File: src/rtl/fnd_pkg.sv
`timescale 1ns/1ps
package fnd_pkg;
  localparam int NINT_W   = 16;
  localparam int FRAC_W   = 22;
  localparam int NINT_MIN = 3;

  typedef struct packed {
    logic [NINT_W-1:0] nint;
    logic [FRAC_W-1:0] num;
    logic [FRAC_W-1:0] den;
  } fnd_cfg_t;
endpackage

File: src/rtl/fnd_cfg_stage.sv
`timescale 1ns/1ps
module fnd_cfg_stage
  import fnd_pkg::*;
#(
  parameter logic [NINT_W-1:0] NINT_RESET = 8
) (
  input  logic              clk,
  input  logic              rst_n,
  input  logic              load_i,
  input  fnd_cfg_t          req_i,
  input  logic              boundary_i,
  output fnd_cfg_t          act_o,
  output logic [NINT_W-1:0] nxt_nint_o,
  output logic              apply_o
);
  fnd_cfg_t pend_q;
  logic     pend_vld_q;
  logic     accept;

  assign accept = load_i && (req_i.nint >= NINT_W'(NINT_MIN)) && (req_i.num < req_i.den);

  always_ff @(posedge clk) begin
    if (!rst_n) begin
      pend_q     <= '0;
      pend_vld_q <= 1'b0;
      act_o      <= '{nint: NINT_RESET, num: '0, den: FRAC_W'(1)};
    end else begin
      if (accept) begin
        pend_q     <= req_i;
        pend_vld_q <= 1'b1;
      end else if (boundary_i) begin
        pend_vld_q <= 1'b0;
      end
      if (boundary_i && pend_vld_q) act_o <= pend_q;
    end
  end

  assign apply_o    = boundary_i && pend_vld_q;
  assign nxt_nint_o = pend_vld_q ? pend_q.nint : act_o.nint;

  AST_CFG_HELD_MIDPERIOD: assert property (@(posedge clk) disable iff (!rst_n)
    !boundary_i |=> $stable(act_o));
  AST_NINT_LEGAL: assert property (@(posedge clk) disable iff (!rst_n)
    act_o.nint >= NINT_W'(NINT_MIN));
  AST_FRACTION_PROPER: assert property (@(posedge clk) disable iff (!rst_n)
    act_o.num < act_o.den);
endmodule

File: src/rtl/fnd_frac_acc.sv
`timescale 1ns/1ps
module fnd_frac_acc
  import fnd_pkg::*;
(
  input  logic              clk,
  input  logic              rst_n,
  input  logic              step_i,
  input  logic              clear_i,
  input  logic [FRAC_W-1:0] num_i,
  input  logic [FRAC_W-1:0] den_i,
  output logic [FRAC_W-1:0] acc_o,
  output logic              carry_o,
  output logic              carry_nxt_o
);
  logic [FRAC_W:0]   sum;
  logic [FRAC_W-1:0] acc_nxt;

  always_comb begin
    sum         = {1'b0, acc_o} + {1'b0, num_i};
    carry_nxt_o = (sum >= {1'b0, den_i});
    acc_nxt     = FRAC_W'(carry_nxt_o ? (sum - {1'b0, den_i}) : sum);
  end

  always_ff @(posedge clk) begin
    if (!rst_n || clear_i) begin
      acc_o   <= '0;
      carry_o <= 1'b0;
    end else if (step_i) begin
      acc_o   <= acc_nxt;
      carry_o <= carry_nxt_o;
    end
  end

  AST_ACC_BELOW_DEN: assert property (@(posedge clk) disable iff (!rst_n)
    acc_o < den_i);
  AST_CARRY_HELD: assert property (@(posedge clk) disable iff (!rst_n)
    !step_i |=> $stable(carry_o));
  AST_CLEAR_ON_APPLY: assert property (@(posedge clk) disable iff (!rst_n)
    clear_i |=> (acc_o == '0) && !carry_o);
endmodule

File: src/rtl/fnd_mod_counter.sv
`timescale 1ns/1ps
module fnd_mod_counter
  import fnd_pkg::*;
#(
  parameter logic [NINT_W-1:0] NINT_RESET = 8
) (
  input  logic              clk,
  input  logic              rst_n,
  input  logic [NINT_W-1:0] nxt_nint_i,
  input  logic              add_one_i,
  output logic              pulse_o
);
  localparam int CNT_W = NINT_W + 1;
  logic [CNT_W-1:0] cnt_q;

  assign pulse_o = (cnt_q == '0);

  always_ff @(posedge clk) begin
    if (!rst_n)
      cnt_q <= CNT_W'(NINT_RESET) - CNT_W'(1);
    else if (pulse_o)
      cnt_q <= {1'b0, nxt_nint_i} + CNT_W'(add_one_i) - CNT_W'(1);
    else
      cnt_q <= cnt_q - CNT_W'(1);
  end

  AST_PULSE_SINGLE: assert property (@(posedge clk) disable iff (!rst_n)
    pulse_o |=> !pulse_o);
  AST_COUNT_DOWN: assert property (@(posedge clk) disable iff (!rst_n)
    !pulse_o |=> cnt_q == $past(cnt_q) - CNT_W'(1));
endmodule

File: src/rtl/frac_n_divider.sv
`timescale 1ns/1ps
module frac_n_divider
  import fnd_pkg::*;
#(
  parameter logic [NINT_W-1:0] NINT_RESET = 8
) (
  input  logic              clk,
  input  logic              rst_n,
  input  logic              cfg_load,
  input  logic [NINT_W-1:0] cfg_nint,
  input  logic [FRAC_W-1:0] cfg_num,
  input  logic [FRAC_W-1:0] cfg_den,
  output logic              div_pulse,
  output logic              carry_out,
  output logic [FRAC_W-1:0] acc_state
);
  fnd_cfg_t          req, act;
  logic [NINT_W-1:0] nxt_nint;
  logic              apply, carry_nxt;

  assign req = '{nint: cfg_nint, num: cfg_num, den: cfg_den};

  fnd_cfg_stage #(.NINT_RESET(NINT_RESET)) u_cfg (
    .clk(clk), .rst_n(rst_n), .load_i(cfg_load), .req_i(req),
    .boundary_i(div_pulse), .act_o(act), .nxt_nint_o(nxt_nint), .apply_o(apply)
  );

  fnd_frac_acc u_acc (
    .clk(clk), .rst_n(rst_n), .step_i(div_pulse), .clear_i(apply),
    .num_i(act.num), .den_i(act.den), .acc_o(acc_state),
    .carry_o(carry_out), .carry_nxt_o(carry_nxt)
  );

  fnd_mod_counter #(.NINT_RESET(NINT_RESET)) u_cnt (
    .clk(clk), .rst_n(rst_n), .nxt_nint_i(nxt_nint),
    .add_one_i(carry_nxt && !apply), .pulse_o(div_pulse)
  );
endmodule

File: config.mk
export PLATFORM = sky130hd
export DESIGN_NAME = frac_n_divider
export DESIGN_NICKNAME = d
export VERILOG_FILES = /design/src/rtl/fnd_pkg.sv /design/src/rtl/fnd_cfg_stage.sv /design/src/rtl/fnd_frac_acc.sv /design/src/rtl/fnd_mod_counter.sv /design/src/rtl/frac_n_divider.sv
export SDC_FILE = /design/constraint.sdc
export NUM_CORES = 1
export LEC_CHECK = 0
export BUFFER_PORTS_ARGS = -buffer_cell sky130_fd_sc_hd__buf_2
export CORE_ASPECT_RATIO = 1.5
export CORE_UTILIZATION = 40
export DETAILED_ROUTE_END_ITERATION = 8
export GPL_ROUTABILITY_DRIVEN = 0
export HOLD_SLACK_MARGIN = 0.06
export PLACE_DENSITY_LB_ADDON = 0.15
export SETUP_SLACK_MARGIN = 0.15
export SLEW_MARGIN = 20
export SYNTH_ARGS = -nofsm -noshare
export SYNTH_HDL_FRONTEND = slang
export SYNTH_SLANG_ARGS = --single-unit
File: constraint.sdc
create_clock -name clk -period 17.8 [get_ports clk]
set_input_delay 1.78 -clock clk [delete_from_list [all_inputs] [get_ports clk]]
set_output_delay 1.78 -clock clk [all_outputs]
set_load 0.03 [all_outputs]
==> key figures, run 1 <==
Timing
  • Setup ws final: 11.59 ns
  • Clk_skew: 0.00710 ns
  • Setup TNS: 0 ns
  • Fin. Hold Viols: 0
  • Worst-Margin Slew: 1.04 ns
  • Final Slew Violations: 0
  • Max-slew headroom: 28.9%
  • Final setup fails: 0
  • Tmin final: 6.21 ns
  • Crit share post-route: 34.9%
  • RSZ-0062 raised after global routing: no
  • Max Clock Freq: 0.161 GHz

Critical path
  • Worst Path Required: around 18 ns
  • CP startpoint kind: flip-flop
  • Crit path kind: flip-flop to flip-flop
  • CP arrival: 6.58 ns
  • Top fanout value on the critical path: 7
  • CP Launch Point: u_acc.acc_o[0]
  • Worst r2r src: u_acc.acc_o[0]
  • Crit. End Element: flip-flop

Global routing
  • Gr ovfl total: 0
  • Largest net degree at the start of global routing: 93
  • First-pass GRT wire length: approximately 42 mm
  • Initial antenna violation count: 1
  • GRT Total Usage: a little over a fifth
  • Vias in the first global route: roughly 8000

Routing
  • Routed via count: 8475
  • WL met3: 694 um
  • DRT iter0 DRCs: roughly 360
  • Routed WL per cell: between 15 and 20 um
  • DRT Pass-1 Iters: 5
  • DR top layer: met4
  • Vias per Instance: 5.23
  • Detail Route Antenna Nets: 0
  • Wl on met1: 12.5 mm
  • Final wirelength: 26.4 mm
  • DRC violations left: 0
  • Met2 routed WL: about 13 mm

Synth
  • Distinct cell type count after synthesis: 63
  • Seq/Total Area, Yosys: 32.7%
  • Yosys warning total: 0
  • Area leader, netlist: dfxtp_1
  • EDFF count, synth: 0
  • Cells after synthesis: 1235
  • Avg Cell Area, Syn: 7.97 um^2
  • Ranking of synthesized cells by area: dfxtp_1, nand2_1, ha_1, mux2i_1, a21boi_0
  • Synth Cell Area: 0.00984 mm^2
  • Post-synth ARST share: 0%
  • Synthesized flop and latch total: ~160
  • Yosys top cell area share: roughly a third
  • Net Count, Synth: 1368
  • Top FF cell, synth: dfxtp_1

Place
  • IO Port Bufs: 86
  • DP HPWL: 19.7 mm
  • Setup WS pre-CTS: 11.61 ns

Clock network
  • Num CTS Buffers: 17
  • Worst-path clk slew: 0.07 ns
  • Clk_lat worst skew: 0.43 ns
  • Hold buffers post-CTS: 0
  • CTS tree: built
  • CTS max path bufs: 2
  • Setup Fix Bufs, Post-CTS: 0
  • CTS H-tree depth: 4
  • CTS Root Cell: clkbuf_16
  • # clock sinks: 161
  • CTS-repair resized insts: 0

Job
  • MaxCap Viol Count: 0

Die
  • Die Span Y: 194 um
  • Top Ports: slightly below 90
  • Die width: about 130 um
  • Initial Util: 40.6%
  • Die ar.: roughly 0.025 mm^2
  • # rows: 70
  • Area of the core: roughly 0.024 mm^2

Cells and area
  • Post-Route Utilization: 45.8%
  • Area Growth Syn to Fin: 12.8%
  • Final nets: 1419
  • Share of layout cells above drive strength 1: 11.0%
  • Most frequent cells in the layout: nand2_1, dfxtp_1, buf_2, mux2i_1, ha_1
  • Commonest non-fill, non-tap cell in the layout: nand2_1
  • Antenna diodes: 0

Power and ir drop
  • Worst IR Drop VDD: 0.0674 mV
  • Leakage: 0.00487 uW
  • Pwr Total: 889 uW
  • Cell area power density: about 80 mW/mm^2

Hold path
  • Hold WC Path Type: flip-flop to flip-flop
  • Worst Min Path Start: u_cfg.act_o[55]

Status
  • Status: complete, no violations
## layer usage
layer,vias up,track usage (%)
met5,-,0
met3,21,3.42
li1,4352,-
met1,3973,28.1
met2,129,37.4
met4,0,5.34
## cell families after synthesis
family | synth area share (%)
and+or+nand+nor | 21.2
muxes | 8.80
DFF | 32.7
adders and majority gates | 9.05
AOI/OAI and AO/OA | 17.8
buffers and inverters | 5.26
xor gates and xnor gates | 5.16
## layout make-up
cell class	instances	area, um^2
multi-input cells	947	6130
fillers	2466	13200
repair buffers	94	493
clock inverters	10	150
well taps	324	405
flip-flops and latches	161	3220
inverters	65	244
clock buffers	21	460
## synthesized netlist by cell type (5+ instances only)
cell / instances
nand2b_1: 13
buf_1: 7
xnor2_1: 40
nand4_1: 9
a21o_1: 12
dfxtp_1: 161
o31a_1: 7
nor2_1: 60
o21a_1: 7
a31oi_1: 12
mux2i_1: 82
xor2_1: 18
nand3_1: 15
o211ai_1: 8
a211o_1: 5
nand2_1: 299
a21boi_0: 50
inv_1: 65
o21ai_0: 31
buf_2: 6
nor3_1: 19
nor4_1: 8
a21oi_1: 63
nor2b_1: 12
buf_4: 7
and3_1: 7
ha_1: 68
a21boi_1: 11
and2_1: 6
a211oi_1: 23
clkbuf_1: 41
## report_power, final
part | switching (uW) | internal [uW] | total [uW]
registers | 9.20 | 374 | 383
logic | 67.9 | 51.3 | 119
clock network | 157 | 230 | 386
## metrics by stage
step | hold WS [ns] | instance area, um^2 | cells
after floorplan | 0.430 | 9840 | 1235
after global placement | 0.436 | 10500 | 1591
after detailed placement | 0.441 | 10500 | 1591
after CTS | 0.450 | 11100 | 1622
after global routing | 0.478 | 11100 | 1622
final | 0.448 | 11100 | 1622
## worst max-delay path, cell delays in order (launching register included)
cell       delay (ns)
dfxtp_1          0.32
ha_1             0.21
inv_1            0.07
fa_1             0.19
nand2b_1         0.13
a21oi_1          0.11
o311ai_0         0.86
a21oi_1          0.27
a31o_2           0.33
a31o_2           0.20
and2_1           0.16
ha_1             0.36
a21o_1           0.19
a211o_1          0.29
a41oi_1          0.16
o21ai_0          0.18
a211oi_4         0.31
nand2b_1         0.15
ha_1             0.19
o2111ai_1        0.20
or4_1            0.62
nor2_1           0.14
xor2_1           0.16
nand2_1          0.07
o211ai_1         0.10
and3_1           0.16
## state kept, by name, summed over array words and instances (netlist names)
signal / flops
u_cnt.cnt_q: 17
u_cfg.pend_vld_q: 1
u_cfg.pend_q: 60
u_acc.carry_o: 1
u_cfg.act_o: 60
u_acc.acc_o: 22
## final timing paths
| check | to | slack (ns) | cells after the start |
|---|---|---|---|
| setup / recovery | u_cnt.cnt_q[13] | 11.59 | 25 |
| hold / removal | u_cfg.act_o[55] | 0.45 | 2 |
| setup reg to reg | u_cnt.cnt_q[13] | 11.59 | 25 |
| hold reg to reg | u_cfg.act_o[55] | 0.45 | 2 |
No activity file was read; power rests on OpenSTA's default activity.
==> inputs of run 2 (changes only) <==
==> constraint.sdc (replaced) <==
create_clock -name clk -period 6.2 [get_ports clk]
set_input_delay 0.62 -clock clk [delete_from_list [all_inputs] [get_ports clk]]
set_output_delay 0.62 -clock clk [all_outputs]
set_load 0.03 [all_outputs]
==> run 2 against run 1 <==
Compared with the run above: non-clock buffer count is 3 higher; sequential power rose to 2.9 times the previous value; total power grew to 2.9 times the previous value; count of clock-buffer cells in the layout rose by 1; final area rose by 0.46%; critical path type unchanged.
==> key figures, run 2 (same netlist as run 1, synthesis figures left out) <==
Status
  • Status: complete, no violations

Die
  • Die ar.: 0.0253 mm^2 (unchanged)
  • Initial Util: 40.6% (unchanged)
  • Top Ports: 87 (unchanged)
  • # rows: 70 (unchanged)
  • Die Span Y: 194 um (unchanged)
  • Die width: 130 um (unchanged)
  • Area of the core: 0.0243 mm^2 (unchanged)

Clock network
  • CTS H-tree depth: 4 (unchanged)
  • CTS tree: built
  • CTS Root Cell: clkbuf_16
  • Clk_lat worst skew: 0.44 ns (about the same)
  • Worst-path clk slew: 0.07 ns (about the same)
  • # clock sinks: 161 (unchanged)
  • CTS max path bufs: 2 (unchanged)
  • Setup Fix Bufs, Post-CTS: 0 (unchanged)
  • Num CTS Buffers: 17 (unchanged)

Timing
  • Max-slew headroom: 27.4% (-1.4 points)
  • Fin. Hold Viols: 0 (unchanged)
  • Setup TNS: 0 ns (unchanged)
  • Max Clock Freq: 0.178 GHz (+11%)
  • Final setup fails: 0 (unchanged)
  • Final Slew Violations: 0 (unchanged)
  • Worst-Margin Slew: 1.08 ns (+0.0445 ns)
  • Clk_skew: 0.0116 ns (+0.00447 ns)
  • RSZ-0062 raised after global routing: no
  • Tmin final: 5.61 ns (-0.600 ns)
  • Crit share post-route: 90.4% (+56 points)

Hold path
  • Worst Hold Path EP: u_cfg.pend_q[21]
  • Hold depth: 3 (+1)
  • Worst Min Path Start: cfg_den[21]
  • Hold WC Path Type: input port to flip-flop

Place
  • IO Port Bufs: 86 (unchanged)
  • DP HPWL: 19.8 mm (+0.75%)

Power and ir drop
  • Worst IR Drop VDD: 0.201 mV (+200%)
  • Leakage: 0.00489 uW (+0.34%)
  • Cell area power density: 231 mW/mm^2 (+190%)
  • Pwr Total: 2570 uW (+190%)

Routing
  • Final wirelength: 26.9 mm (+1.7%)
  • DRT iter0 DRCs: 471 (+29%)
  • DRT Pass-1 Iters: 5 (unchanged)
  • Routed via count: 8490 (+0.18%)
  • DRC violations left: 0 (unchanged)
  • Routed WL per cell: 16.5 um (+1.5%)
  • Vias per Instance: 5.22 (about the same)
  • Detail Route Antenna Nets: 0 (unchanged)

Job
  • MaxCap Viol Count: 0 (unchanged)

Critical path
  • Crit path kind: flip-flop to flip-flop
  • R2R Path End: u_cnt.cnt_q[13]
  • CP arrival: 5.94 ns (-0.64 ns)
  • Worst Path Required: 6.53 ns (-11.64 ns)
  • Worst r2r src: u_acc.acc_o[0]
  • Top fanout value on the critical path: 3 (-4)
  • Crit. End Element: flip-flop
  • Setup slack, reg-to-reg: 0.59 ns (-11.00 ns)
  • CP startpoint kind: flip-flop
  • Cells on worst reg2reg path: 25 (unchanged)

Global routing
  • Vias in the first global route: 8410 (+3.0%)
  • Gr ovfl total: 0 (unchanged)
  • First-pass GRT wire length: 43.7 mm (+3.0%)
  • Initial antenna violation count: 0 (-1)
  • GRT Total Usage: 22.5% (+0.70 points)
  • Largest net degree at the start of global routing: 93 (unchanged)

Cells and area
  • Most frequent cells in the layout: nand2_1, dfxtp_1, buf_2, mux2i_1, ha_1
  • Antenna diodes: 0 (unchanged)
  • Commonest non-fill, non-tap cell in the layout: nand2_1
  • Final nets: 1422 (+0.21%)
  • Post-Route Utilization: 46.0% (+0.21 points)
  • Biggest regs: u_cfg.act_o: 60 flops, u_cfg.pend_q: 60 flops, u_acc.acc_o: 22 flops
  • Area Growth Syn to Fin: 13.3%
  • Share of layout cells above drive strength 1: 11.5% (+0.44 points)
[run 2: changes by cell type in the layout (fill, tap and decap cells not counted), moves of 2 or more]
cell,before,now
a21oi_2,0,2
clkinv_4,3,1
buf_4,9,12
a21oi_1,63,61
[run 2: power by group]
group / switching [uW] / total (uW) / internal, uW
Sequential: 28.5 / 1100 / 1070
Combinational: 195 / 342 / 147
Clock: 436 / 1130 / 694
Total: 659 / 2570 / 1920
[run 2: timing repair]
item                       in CTS  in global routing
resized for setup               1                  5
setup endpoints to repair       2                  2
hold buffers                    0                  0
pin swaps                       0                  0
[run 2: per-layer routing]
metal  vias to the layer above  share of wire (%)  wire length [um]  global-route usage (%)
li1                       4356                  -                 -                       -
met1                      3934                 46             12400                    28.1
met2                       167                 48             13000                    38.3
met3                        33                3.1               821                    3.67
met4                         0                2.4               635                    8.18
met5                         -                  0                 0                       0
[run 2: worst max path at each step]
stage,start,to,cells past startpoint
after floorplan,u_acc.acc_o[0],u_cnt.cnt_q[13],27
after global placement,u_acc.acc_o[0],u_cnt.cnt_q[13],25
after detailed placement,u_acc.acc_o[0],u_cnt.cnt_q[13],25
after CTS,u_acc.acc_o[0],u_cnt.cnt_q[13],25
after global routing,u_acc.acc_o[0],u_cnt.cnt_q[13],25
final,u_acc.acc_o[0],u_cnt.cnt_q[13],25
[run 2: through the flow]
stage	worst slack, ns	hold WS (ns)	instance area [um^2]	instances
2_1_floorplan	0.387	0.430	9840	1235
3_3_place_gp	0.130	0.436	10500	1594
3_5_place_dp	0.0978	0.441	10500	1594
4_1_cts	0.353	0.425	11100	1625
5_1_grt	0.161	0.431	11200	1625
6_report	0.594	0.440	11200	1625
[run 2: area by class of cell]
| type | count | area (um^2) |
|---|---|---|
| fillers | 2525 | 13100 |
| clock buffers | 22 | 464 |
| flip-flops and latches | 161 | 3220 |
| well taps | 324 | 405 |
| inverters | 65 | 244 |
| repair buffers | 97 | 515 |
| multi-input cells | 947 | 6150 |
| clock inverters | 9 | 155 |
[run 2: worst max-delay path, stage by stage (launching register included)]
cell and delay, ns:
dfxtp_1 0.35, ha_1 0.18, inv_1 0.05, fa_1 0.40
nand2b_1 0.18, a21oi_1 0.29, o311ai_2 0.22, a21oi_2 0.24
a31o_2 0.19, nand4_1 0.11, and2_1 0.17, ha_1 0.29
a21o_1 0.17, a211o_1 0.29, a41oi_1 0.16, o21ai_0 0.17
a211oi_4 0.30, nand2b_1 0.15, ha_1 0.20, o2111ai_1 0.20
or4_1 0.62, nor2_1 0.14, xor2_1 0.07, nand2_1 0.07
o211ai_1 0.08, and3_1 0.22
